<file path="config.mk">
export PLATFORM = sky130hd
export DESIGN_NAME = tmpe_core
export DESIGN_NICKNAME = d
export VERILOG_FILES = /design/src/rtl/tmpe_pkg.sv /design/src/rtl/tmpe_ctx_seq.sv /design/src/rtl/tmpe_opbuf.sv /design/src/rtl/tmpe_alu.sv /design/src/rtl/tmpe_core.sv
export SDC_FILE = /design/constraint.sdc
export NUM_CORES = 2
export LEC_CHECK = 0
export BUFFER_PORTS_ARGS = -buffer_cell sky130_fd_sc_hd__buf_2
export CAP_MARGIN = 20
export CORE_MARGIN = 1.5
export CORE_UTILIZATION = 50
export DETAILED_ROUTE_END_ITERATION = 6
export PLACE_DENSITY_LB_ADDON = 0.25
export SETUP_SLACK_MARGIN = 0.3
export SKIP_LAST_GASP = 1
export SYNTH_ARGS = -nofsm -noshare
export SYNTH_HDL_FRONTEND = slang
export SYNTH_SLANG_ARGS = --single-unit
</file>
<file path="constraint.sdc">
create_clock -name clk -period 8.3 [get_ports clk]
set_clock_uncertainty 0.05 [all_clocks]
set_input_delay 0.83 -clock clk [delete_from_list [all_inputs] [get_ports clk]]
set_output_delay 0.83 -clock clk [all_outputs]
set_load 0.1 [all_outputs]
</file>
<file path="src/rtl/tmpe_pkg.sv">
package tmpe_pkg;
  typedef enum logic [1:0] {
    PE_ADD = 2'd0,
    PE_MUL = 2'd1,
    PE_IO  = 2'd2
  } pe_kind_e;

  function automatic int idx_bits(input int n);
    return (n > 1) ? $clog2(n) : 1;
  endfunction
endpackage

</file>
<file path="src/rtl/tmpe_ctx_seq.sv">
module tmpe_ctx_seq #(
  parameter int II   = 4,
  parameter int CTXW = 9,
  parameter int PW   = 2
) (
  input  logic            clk,
  input  logic            rst_n,
  input  logic            cfg_en,
  input  logic [PW-1:0]   cfg_addr,
  input  logic [CTXW-1:0] cfg_data,
  output logic [PW-1:0]   phase,
  output logic [CTXW-1:0] ctx_word
);
  localparam logic [PW-1:0] LAST = PW'(II - 1);

  logic [CTXW-1:0] ctx_mem [II];

  always_ff @(posedge clk) begin
    if (cfg_en && (int'(cfg_addr) < II))
      ctx_mem[cfg_addr] <= cfg_data;
  end

  always_ff @(posedge clk or negedge rst_n) begin
    if (!rst_n)               phase <= '0;
    else if (cfg_en)          phase <= '0;
    else if (phase == LAST)   phase <= '0;
    else                      phase <= phase + 1'b1;
  end

  assign ctx_word = ctx_mem[phase];
endmodule

</file>
<file path="src/rtl/tmpe_opbuf.sv">
module tmpe_opbuf #(
  parameter int W   = 32,
  parameter int D   = 4,
  parameter int NCH = 2,
  parameter int CHW = 1,
  parameter int SW  = 2
) (
  input  logic             clk,
  input  logic             rst_n,
  input  logic             cap,
  input  logic [CHW-1:0]   chan,
  input  logic [SW-1:0]    sel,
  input  logic [NCH*W-1:0] ch_in,
  output logic [W-1:0]     operand,
  output logic [D*W-1:0]   store
);
  logic [W-1:0] slot [D];
  logic [W-1:0] arriving;

  always_comb begin
    arriving = '0;
    for (int c = 0; c < NCH; c++)
      if (int'(chan) == c) arriving = ch_in[c*W +: W];
  end

  for (genvar i = 0; i < D; i++) begin : g_slot
    if (i == 0) begin : g_head
      always_ff @(posedge clk or negedge rst_n) begin
        if (!rst_n)   slot[0] <= '0;
        else if (cap) slot[0] <= arriving;
      end
    end else begin : g_tail
      always_ff @(posedge clk or negedge rst_n) begin
        if (!rst_n)   slot[i] <= '0;
        else if (cap) slot[i] <= slot[i-1];
      end
    end
    assign store[i*W +: W] = slot[i];
  end

  always_comb begin
    operand = '0;
    for (int i = 0; i < D; i++)
      if (int'(sel) == i) operand = slot[i];
  end
endmodule

</file>
<file path="src/rtl/tmpe_alu.sv">
module tmpe_alu
  import tmpe_pkg::*;
#(
  parameter int W = 32,
  parameter int L = 3
) (
  input  logic     clk,
  input  logic     rst_n,
  input  logic     issue,
  input  pe_kind_e kind,
  input  logic [W-1:0] opa,
  input  logic [W-1:0] opb,
  input  logic [W-1:0] io_in,
  output logic [W-1:0] res,
  output logic     res_v
);
  localparam int NPIPE = L - 1;

  logic         s1_v;
  pe_kind_e     s1_kind;
  logic [W-1:0] s1_a, s1_b, s1_io;
  logic [W-1:0] comp;
  logic [2*W-1:0] prod;

  always_ff @(posedge clk or negedge rst_n) begin
    if (!rst_n) begin
      s1_v    <= 1'b0;
      s1_kind <= PE_ADD;
      s1_a    <= '0;
      s1_b    <= '0;
      s1_io   <= '0;
    end else begin
      s1_v <= issue;
      if (issue) begin
        s1_kind <= kind;
        s1_a    <= opa;
        s1_b    <= opb;
        s1_io   <= io_in;
      end
    end
  end

  assign prod = {{W{1'b0}}, s1_a} * {{W{1'b0}}, s1_b};

  always_comb begin
    case (s1_kind)
      PE_MUL:  comp = prod[W-1:0];
      PE_IO:   comp = s1_io;
      default: comp = s1_a + s1_b;
    endcase
  end

  logic         pv [NPIPE];
  logic [W-1:0] pd [NPIPE];

  for (genvar k = 0; k < NPIPE; k++) begin : g_stage
    if (k == 0) begin : g_first
      always_ff @(posedge clk or negedge rst_n) begin
        if (!rst_n) begin
          pv[0] <= 1'b0;
          pd[0] <= '0;
        end else begin
          pv[0] <= s1_v;
          if (s1_v) pd[0] <= comp;
        end
      end
    end else begin : g_next
      always_ff @(posedge clk or negedge rst_n) begin
        if (!rst_n) begin
          pv[k] <= 1'b0;
          pd[k] <= '0;
        end else begin
          pv[k] <= pv[k-1];
          if (pv[k-1]) pd[k] <= pd[k-1];
        end
      end
    end
  end

  assign res   = pd[NPIPE-1];
  assign res_v = pv[NPIPE-1];
endmodule

</file>
<file path="src/rtl/tmpe_core.sv">
module tmpe_core
  import tmpe_pkg::*;
#(
  parameter int W   = 32,
  parameter int D   = 4,
  parameter int II  = 4,
  parameter int NCH = 2,
  parameter int L   = 3,
  localparam int CHW  = idx_bits(NCH),
  localparam int SW   = idx_bits(D),
  localparam int PW   = idx_bits(II),
  localparam int CTXW = 3 + 2*CHW + 2*SW
) (
  input  logic             clk,
  input  logic             rst_n,
  input  logic [1:0]       cfg_kind,
  input  logic             cfg_en,
  input  logic [PW-1:0]    cfg_addr,
  input  logic [CTXW-1:0]  cfg_data,
  input  logic [NCH*W-1:0] ch_in,
  input  logic [W-1:0]     io_in_data,
  output logic [W-1:0]     res_data,
  output logic             res_valid,
  output logic [W-1:0]     io_out_data,
  output logic             io_out_valid
);
  localparam int OFS_ISS  = 0;
  localparam int OFS_CAPA = 1;
  localparam int OFS_CAPB = 2;
  localparam int OFS_CHA  = 3;
  localparam int OFS_CHB  = OFS_CHA + CHW;
  localparam int OFS_SELA = OFS_CHB + CHW;
  localparam int OFS_SELB = OFS_SELA + SW;

  logic [PW-1:0]   phase;
  logic [CTXW-1:0] ctx;
  logic            running, issue, cap_a, cap_b;
  pe_kind_e        kind;

  logic           cap_v  [2];
  logic [CHW-1:0] chan_v [2];
  logic [SW-1:0]  sel_v  [2];
  logic [W-1:0]   opnd   [2];
  logic [D*W-1:0] stv    [2];
  logic [D*W-1:0] buf_a, buf_b;

  assign kind    = pe_kind_e'(cfg_kind);
  assign running = !cfg_en;
  assign issue   = running && ctx[OFS_ISS];
  assign cap_a   = running && ctx[OFS_CAPA];
  assign cap_b   = running && ctx[OFS_CAPB];

  assign cap_v[0]  = cap_a;
  assign cap_v[1]  = cap_b;
  assign chan_v[0] = ctx[OFS_CHA +: CHW];
  assign chan_v[1] = ctx[OFS_CHB +: CHW];
  assign sel_v[0]  = ctx[OFS_SELA +: SW];
  assign sel_v[1]  = ctx[OFS_SELB +: SW];

  tmpe_ctx_seq #(.II(II), .CTXW(CTXW), .PW(PW)) u_ctx (
    .clk      (clk),
    .rst_n    (rst_n),
    .cfg_en   (cfg_en),
    .cfg_addr (cfg_addr),
    .cfg_data (cfg_data),
    .phase    (phase),
    .ctx_word (ctx)
  );

  for (genvar g = 0; g < 2; g++) begin : g_buf
    tmpe_opbuf #(.W(W), .D(D), .NCH(NCH), .CHW(CHW), .SW(SW)) u_buf (
      .clk     (clk),
      .rst_n   (rst_n),
      .cap     (cap_v[g]),
      .chan    (chan_v[g]),
      .sel     (sel_v[g]),
      .ch_in   (ch_in),
      .operand (opnd[g]),
      .store   (stv[g])
    );
  end

  assign buf_a = stv[0];
  assign buf_b = stv[1];

  tmpe_alu #(.W(W), .L(L)) u_alu (
    .clk   (clk),
    .rst_n (rst_n),
    .issue (issue),
    .kind  (kind),
    .opa   (opnd[0]),
    .opb   (opnd[1]),
    .io_in (io_in_data),
    .res   (res_data),
    .res_v (res_valid)
  );

  always_ff @(posedge clk or negedge rst_n) begin
    if (!rst_n) begin
      io_out_valid <= 1'b0;
      io_out_data  <= '0;
    end else begin
      io_out_valid <= issue && (kind == PE_IO);
      if (issue && (kind == PE_IO)) io_out_data <= opnd[0];
    end
  end
endmodule

</file>
==> out/results.ini <==
[clocking]
max-clock-path-buffers = 3
numCtsBuffers = 50
root_buffer = clkbuf_16
cts_tree = built
cts-htree-levels = 2
hold_buffers = 0
cts.sinks = 492
cts.clk_slew.worst_paths_ns = 0.06
clk_latency_ns = 0.62

[layout]
diodes = 0
drive_gt1_share_pct = 20.94
area_delta_synth_final_pct = 8.480
nets = 4109
n_fill_cell = 6477

[setup_path]
crit_arrival_ns = 8.05
crit_type = reg -> reg
crit_path_max_fanout = 15
endpoint_kind = register
critPathSlowestCell = dfrtp_1
crit_path_max_incr_delay_ns = 0.61
path_cells = and2_1, fa_1, fa_1, fa_1, inv_1, fa_1, inv_1, fa_1, inv_1, fa_1, inv_1, fa_1, fa_1, ha_1, a2111oi_0, o21ai_0, o21ai_0, a21boi_1, a221oi_1, xnor2_1, a221oi_1, a21oi_1, mux2_2
r2r_setup_slack_ns = 0.66
start_kind = register
timing.rr.start = u_alu.s1_b[5]
rr_worst_depth = 23
rr_endpoint = u_alu.pd[57]
cp_data_required_time_ns = 8.72
crit_top_cell = fa_1

[global_routing]
grt_first_pass_wirelength_um = 154100
antenna_found_initial = 5
overflow = 0
grt_max_degree = 164
grt_pass1_vias = 26190
grtUsageTotal_pct = 26.17

[die]
die_width_um = 278.3
start_util_pct = 50.72
io_pins = 178
core_um2 = 74700
core.rowCount = 100
dieArea_um2 = 77440
die_h_um = 278.3

[logic_synthesis]
async_flop_share_pct = 92.68
synth.largest_area_cell = dfrtp_1
synth_most_common_cell = dfrtp_1
synth.area.mux_share_pct = 15.89
yosysWarnings = 0
syn_area_um2 = 37890
synth_cells = 3364
syn_nets = 4042
syn_area_per_cell_um2 = 11.26
synthTopCellsByArea = dfrtp_1 (30%), fa_1 (22%), mux2_2 (9.8%)
synth_edf_count = 36
synth_top_family_by_area = adder cells
synthTopCellsByCount = dfrtp_1 (456), fa_1 (409), nand2_1 (403)
synth_fa_ha_area_share_pct = 26.79
synthDistinctLibCells = 67
ys_ff_latch = 492
synth_top_area_share_pct = 30.12
synth-compound-area-share_pct = 4.884
ys_seq_area_share_pct = 32.97
synth-simple-area-share_pct = 10.52
synth_xor_area_share_pct = 2.497
ys.flop_type = dfrtp_1

[drt]
wl_per_cell_um = 22.04
drc = 0
vias = 24639
first_pass_iters = 4
routed_wl_um = 97870
drtIter0Drc = 1544
viasPerCell = 5.549
drt.antenna.violating_nets = 0

[timing]
setup_violations = 0
hold_violations = 0
relSlewSlack_pct = 27.04
rsz0062_at_grt = no
setup_tns_ns = 0
fmax_mhz = 130.9
drv_slew = 0
fin_crit_sh_pct = 92.01
tightest_slew_ns = 1.094
fin_crit_ns = 7.637

[placement]
dp_hpwl_um = 74510
portBuffers = 177
gp_congestion = 0.9398

[run_status]
status = finished clean

[min_path]
hold_class = in -> async

[job]
maxCapViolations = 0

==> metal layers <==
metal  routed length (um)  vias up  track usage, %  share of wire [%]
met5                    0        -               0                  0
met4                 3750        0           9.234                3.8
met3                 4753      181           3.685                4.9
met2                49180      608           44.99                 50
met1                40190    12837           33.94                 41
li1                     -    11013               -                  -
==> through the flow <==
step	instance area (um2)	hold WS (ns)	instances	setup slack [ns]	util, %
2_1_floorplan	37890	0.3019	3364	1.190	-
3_3_place_gp	39520	0.4136	4348	0.8795	52.90
3_5_place_dp	39520	0.4179	4348	0.7178	52.90
4_1_cts	41100	0.2662	4440	0.6542	55.02
5_1_grt	41100	0.3266	4440	0.3082	55.03
6_report	41100	0.2464	4440	0.6629	55.03
==> cells in the final DEF (no fill, tap or decap), drive strengths merged, types with 11 or more instances in the layout <==
master,n
clkinv,13
and2,304
nand2b,11
fa,409
mux4,73
a21o,16
xnor2,86
edfxtp,36
inv,400
nor2b,11
nand2,403
mux2,330
ha,157
o21ai,107
clkbuf,74
a221oi,17
o21a,15
mux2i,66
xor2,22
nor2,53
dfrtp,456
buf,235
a21oi,75
==> cells by family after synthesis <==
logic type               Yosys count
AND/OR/NAND/NOR                  819
buffers and inverters            616
adder cells (fa/ha/maj)          566
flip-flops                       492
multiplexers                     469
AO/OA/AOI/OAI                    294
XOR/XNOR                         108
==> sequential cells by signal, indices dropped and copies added, names as in the netlist <==
signal	cells
g_buf.u_buf.store	256
u_ctx.ctx_mem	36
io_out_data	32
u_alu.pd	32
u_alu.res	32
u_alu.s1_a	32
u_alu.s1_b	32
u_alu.s1_io	32
u_alu.s1_kind	2
u_ctx.phase	2
io_out_valid	1
u_alu.pv	1
u_alu.res_v	1
u_alu.s1_v	1
==> worst max-delay path by stage <==
stage / startpoint / slack, ns / endpoint / cells after the start
floorplan: u_alu.s1_a[12] / 1.19 / u_alu.pd[57] / 25
global placement: u_alu.s1_b[5] / 0.88 / u_alu.pd[57] / 23
detailed placement: u_alu.s1_b[5] / 0.72 / u_alu.pd[57] / 23
CTS: u_alu.s1_b[5] / 0.65 / u_alu.pd[57] / 23
global route: u_alu.s1_b[5] / 0.31 / u_alu.pd[57] / 23
finish: u_alu.s1_b[5] / 0.66 / u_alu.pd[57] / 23
==> critical path: cells and delay by family, from the launching register on <==
family,cells,cell delay (ns)
buffers and inverters,4,0.22
DFF,1,0.61
muxes,1,0.28
adders and majority gates,9,4.40
and+or+nand+nor,1,0.28
AOI/OAI and AO/OA,7,1.56
xor gates and xnor gates,1,0.11
==> cell type report <==
| cell class | count | area, um2 | share of cell area (%) |
|---|---|---|---|
| clock buffers | 74 | 1421 | 3.458 |
| clock inverters | 18 | 161.4 | 0.3927 |
| inverters | 396 | 1486 | 3.616 |
| multi-input cells | 2256 | 22980 | 55.92 |
| flip-flops and latches | 492 | 12490 | 30.40 |
| well taps | 969 | 1212 | 2.950 |
| repair buffers | 235 | 1344 | 3.269 |
==> timing repair <==
action                     in CTS  in global routing
gates resized for setup         0                  1
setup endpoints to repair       0                  1
setup buffers                   0                  0
Power is not shown: default switching activity piles up to over one toggle a cycle in this logic, so the estimate is an artifact.
